File: src/rtl/prio_intc_pkg.sv
package prio_intc_pkg;
  typedef enum logic {
    ARB_SCAN = 1'b0,
    ARB_NEST = 1'b1
  } arb_mode_e;
endpackage

File: src/rtl/prio_intc_filter.sv
// Eligibility mask: scan mode passes all requests, nesting mode passes a
// device only when its level N_DEV-i is strictly above the processor level.
module prio_intc_filter #(
  parameter int N_DEV  = 8,
  parameter int PRIO_W = 4
) (
  input  logic [N_DEV-1:0]  req,
  input  logic              nest,
  input  logic [PRIO_W-1:0] cpu_prio,
  output logic [N_DEV-1:0]  elig
);
  for (genvar i = 0; i < N_DEV; i++) begin : g_lvl
    localparam logic [PRIO_W-1:0] LVL = PRIO_W'(N_DEV - i);
    assign elig[i] = req[i] & (~nest | (LVL > cpu_prio));
  end
endmodule

File: src/rtl/prio_intc_pick.sv
// Lowest set index wins.
module prio_intc_pick #(
  parameter int N_DEV = 8,
  localparam int IDX_W = $clog2(N_DEV)
) (
  input  logic [N_DEV-1:0] elig,
  output logic             found,
  output logic [IDX_W-1:0] idx
);
  always_comb begin
    found = 1'b0;
    idx   = '0;
    for (int i = N_DEV - 1; i >= 0; i--) begin
      if (elig[i]) begin
        found = 1'b1;
        idx   = IDX_W'(i);
      end
    end
  end
endmodule

File: src/rtl/prio_intc_vecout.sv
// Vector output stage: loads on capture, holds until taken.
module prio_intc_vecout #(
  parameter int VEC_W = 8
) (
  input  logic             clk,
  input  logic             rst_n,
  input  logic             load,
  input  logic [VEC_W-1:0] load_vec,
  input  logic             vec_ready,
  output logic [VEC_W-1:0] vec,
  output logic             vec_valid
);
  always_ff @(posedge clk or negedge rst_n) begin
    if (!rst_n) begin
      vec_valid <= 1'b0;
      vec       <= '0;
    end else if (load) begin
      vec_valid <= 1'b1;
      vec       <= load_vec;
    end else if (vec_ready) begin
      vec_valid <= 1'b0;
    end
  end
endmodule

File: src/rtl/prio_intc.sv
module prio_intc #(
  parameter int N_DEV    = 8,
  parameter int VEC_W    = 8,
  parameter int VEC_BASE = 32,
  localparam int PRIO_W  = $clog2(N_DEV + 1),
  localparam int IDX_W   = $clog2(N_DEV)
) (
  input  logic              clk,
  input  logic              rst_n,
  input  logic [N_DEV-1:0]  req,
  input  logic              ien,
  input  logic              arb_mode,
  input  logic [PRIO_W-1:0] cpu_prio,
  output logic              intr,
  input  logic              inta,
  output logic [N_DEV-1:0]  ack,
  output logic [VEC_W-1:0]  vec,
  output logic              vec_valid,
  input  logic              vec_ready
);
  import prio_intc_pkg::*;

  arb_mode_e        mode;
  logic [N_DEV-1:0] elig;
  logic             found;
  logic [IDX_W-1:0] win_idx;
  logic             inta_q;
  logic             capture;

  assign mode = arb_mode_e'(arb_mode);

  prio_intc_filter #(.N_DEV(N_DEV), .PRIO_W(PRIO_W)) u_filter (
    .req      (req),
    .nest     (mode == ARB_NEST),
    .cpu_prio (cpu_prio),
    .elig     (elig)
  );

  prio_intc_pick #(.N_DEV(N_DEV)) u_pick (
    .elig  (elig),
    .found (found),
    .idx   (win_idx)
  );

  assign intr    = ien & found;
  assign capture = inta & ~inta_q & intr & ~vec_valid;

  always_ff @(posedge clk or negedge rst_n) begin
    if (!rst_n) begin
      inta_q <= 1'b0;
      ack    <= '0;
    end else begin
      inta_q <= inta;
      ack    <= capture ? (N_DEV'(1) << win_idx) : '0;
    end
  end

  prio_intc_vecout #(.VEC_W(VEC_W)) u_vecout (
    .clk       (clk),
    .rst_n     (rst_n),
    .load      (capture),
    .load_vec  (VEC_W'(VEC_BASE) + VEC_W'(win_idx)),
    .vec_ready (vec_ready),
    .vec       (vec),
    .vec_valid (vec_valid)
  );
endmodule

File: config.mk
export PLATFORM = sky130hd
export DESIGN_NAME = prio_intc
export DESIGN_NICKNAME = d
export VERILOG_FILES = /design/src/rtl/prio_intc_pkg.sv /design/src/rtl/prio_intc_filter.sv /design/src/rtl/prio_intc_pick.sv /design/src/rtl/prio_intc_vecout.sv /design/src/rtl/prio_intc.sv
export SDC_FILE = /design/constraint.sdc
export NUM_CORES = 1
export LEC_CHECK = 0
export BUFFER_PORTS_ARGS = -buffer_cell sky130_fd_sc_hd__buf_2
export CAP_MARGIN = 30
export CORE_MARGIN = 2
export CORE_UTILIZATION = 30
export CTS_CLUSTER_SIZE = 20
export DETAILED_ROUTE_END_ITERATION = 6
export SLEW_MARGIN = 20
export SYNTH_ARGS = -nofsm -noshare
export SYNTH_HDL_FRONTEND = slang
export SYNTH_HIERARCHICAL = 1
export SYNTH_SLANG_ARGS = --single-unit
File: constraint.sdc
create_clock -name clk -period 2.5 [get_ports clk]
set_input_delay 0.125 -clock clk [delete_from_list [all_inputs] [get_ports clk]]
set_output_delay 0.125 -clock clk [all_outputs]
set_load 0.02 [all_outputs]
==> results.md <==
* Outcome: complete, no violations
* Worst clock skew at 0.00188 ns
* Initial Util at 0.322
* Final hold slack at 0.106 ns
* CP most frequent cell: nand2_1
* Design Area, Final at 1220 um^2
* Share of post-route cells with drive strength above 1 at 0.472
* CTS tree: done
* CORE AREA at 2830 um^2
* Fin crit period at 1.82 ns
* CP max stage delay at 0.32 ns
* Vias in the first global route at 698
* Maxcap violations at 0
* Clock tree buffer depth at 2
* Die area at 3490 um^2
* Fmax at 0.549 GHz
* Synth top area cells: dfrtp_1, mux2_4, and2_1, nor2_1, nor4_4
* Drt first pass iters at 4
* Seq/Total Area, Yosys at 0.495
* Startpoint class of the critical path: primary input
* Part of the cycle the worst path needs at 0.729
* Placement Cell Area at 1160 um^2
* CTS HTree Levels at 1
* CP max FO at 9
* Initial antenna violation count at 0
* DIE WIDTH at 59.1 um
* Clock latency on the worst-skew pair at 0.28 ns
* Root buf cell: clkbuf_4
* Crit-path slowest cell: mux2_4
* PD cells at 612 nW/um^2
* Synth cell types at 32
* Synthesized area per cell at 12.0 um^2
* Asr flop ratio synth at 1.00
* Antenna-violating nets left at 0
* Overflow after GRT at 0
* Post-CTS Setup Repair Bufs at 0
* Crit path cell chain: buf_2, a211o_1, a21boi_1, nor4_1, nand2_1, nand2_1, nor4b_2, buf_4, mux2_4
* Class of the worst hold path: in2reg
* Buffers on Ports at 35
* Io pins at 36
* Row Count at 19
* Detailed Route Iter0 Violations at 3
* Drt wl/cell at 12.0 um
* Fin nets at 142
* Die Y at 59.1 um
* Clk pin slew, worst setup/hold paths at 0.10 ns
* Synth-to-layout area growth at 33.7%
* Hold Vio Cnt, Final at 0
* Reg2reg setup slack at 1.11 ns
* Worst endpoint required time at 2.68 ns
* RSZ-0062 raised after global routing: no
* Lkg Pwr at 0.617 nW
* Post-Syn Area at 910 um^2
* GRT Util Overall at 0.117
* Post-synth top flop: dfrtp_1
* DRC violations left at 0
* IR drop worst, VDD at 188 uV
* Post-synth top area cell: dfrtp_1
* Drt total wl at 1.86 mm
* Worst EP arrival at 2.00 ns
* Placer Congestion at 0.696
* Yosys top cell area share at 0.495
* Total power at 0.744 mW
* First-pass GRT wire length at 3.08 mm
* #FFs+latches synth at 18
* Total number of vias at 742
* YS warnings at 6
* Routed vias/inst at 4.82
* Clk sinks at 18
* Core Util, Final at 0.430
* Total CTS buffers at 3
* Total Neg Setup Slack at 0 ns
* Count of pins over their slew limit at 0
* Final setup fails at 0
* Worst Path Buf+Inv at 2
* Antenna cells at 0
* EDFF count, synth at 0
* Setup Crit Path Kind: in2reg
* Hpwl dp at 1.51 mm
* Top cell family by delay on the critical path: simple AND/OR/NAND/NOR gates
* Mapped Cells at 76
* CP Capture Type: register
* Largest net degree at the start of global routing at 19
## Yosys cell counts, drive strengths merged, types with 3 or more instances
library cell / instances
dfrtp: 18
mux2: 8
nor2: 6
and2: 4
nor4: 4
inv: 3
nand2: 3
## final timing paths
check,from,end,cells after the start
max in group asynchronous,rst_n,u_vecout/vec[1],2
worst max-delay path,cpu_prio[1],u_vecout/vec[4],9
min in group asynchronous,rst_n,ack[7],2
worst max register to register,u_vecout/vec_valid,u_vecout/vec[4],3
worst min register to register,u_vecout/vec[3],u_vecout/vec[3],1
worst min-delay path,vec_ready,u_vecout/vec_valid,3
## through the flow
step / setup WS [ns] / std cells
floorplan: 0.554 / 79
global placement: 0.461 / 148
detailed placement: 0.395 / 148
CTS: 0.688 / 154
global route: 0.538 / 154
finish: 0.678 / 154
## logic make-up after synthesis
family | Yosys count | share of synthesized area
AO/OA/AOI/OAI | 14 | 0.114
buffers and inverters | 4 | 0.0248
flip-flops | 18 | 0.495
multiplexers | 8 | 0.132
other | 2 | 0.00826
AND/OR/NAND/NOR | 30 | 0.226
## worst reg2reg max path: cells and delay by family (launching register included)
| family | cells | cell delay, ns |
|---|---|---|
| buf+inv | 1 | 0.24 |
| mux | 1 | 0.32 |
| simple gates | 1 | 0.28 |
| flops | 1 | 0.44 |
## where the power goes
group	switching, mW	total (mW)	internal (mW)
combinational	0.118	0.224	0.106
sequential	0.0209	0.347	0.326
clock	0.0851	0.174	0.0886
total	0.224	0.744	0.521
## what timing repair did
action,4_1_cts,5_1_grt
hold endpoints to repair,19,0
resized for setup,0,0
hold buffers,2,0
## final cells by class
class | count | area [um^2]
sequential | 18 | 450
timing repair buffer | 41 | 225
clock buffer | 4 | 36.3
tap | 31 | 38.8
multi-input combinational | 57 | 454
inverter | 3 | 11.3
fill | 285 | 1610
## layout by cell type, fill, tap and decap left out, types with 2 or more instances in the layout
cell type      netlist  final
a21o_2               2      2
and2_1               4      4
and3_1               2      2
buf_2                0     35
buf_4                0      4
clkbuf_4             0      3
conb_1               2      5
dfrtp_1             18     18
dlygate4sd3_1        0      2
inv_1                3      3
mux2_4               8      8
nand2_1              3      3
nand4_1              2      2
nor2_1               6      6
nor2b_1              2      2
nor4_1               2      2
o21ai_0              2      2
o41ai_1              2      2
## flip-flops by register name, summed over array words and instances (netlist names)
name and count:
ack 8, u_vecout/vec 8, inta_q 1, u_vecout/vec_valid 1
## routing by layer
metal / up-vias / track usage / routed length, um
li1: 370 / - / -
met1: 344 / 0.137 / 805
met2: 28 / 0.202 / 918
met3: 0 / 0.0240 / 131
met4: 0 / 0.0584 / 0
met5: - / 0 / 0
Power figures use the tool's default switching activity.
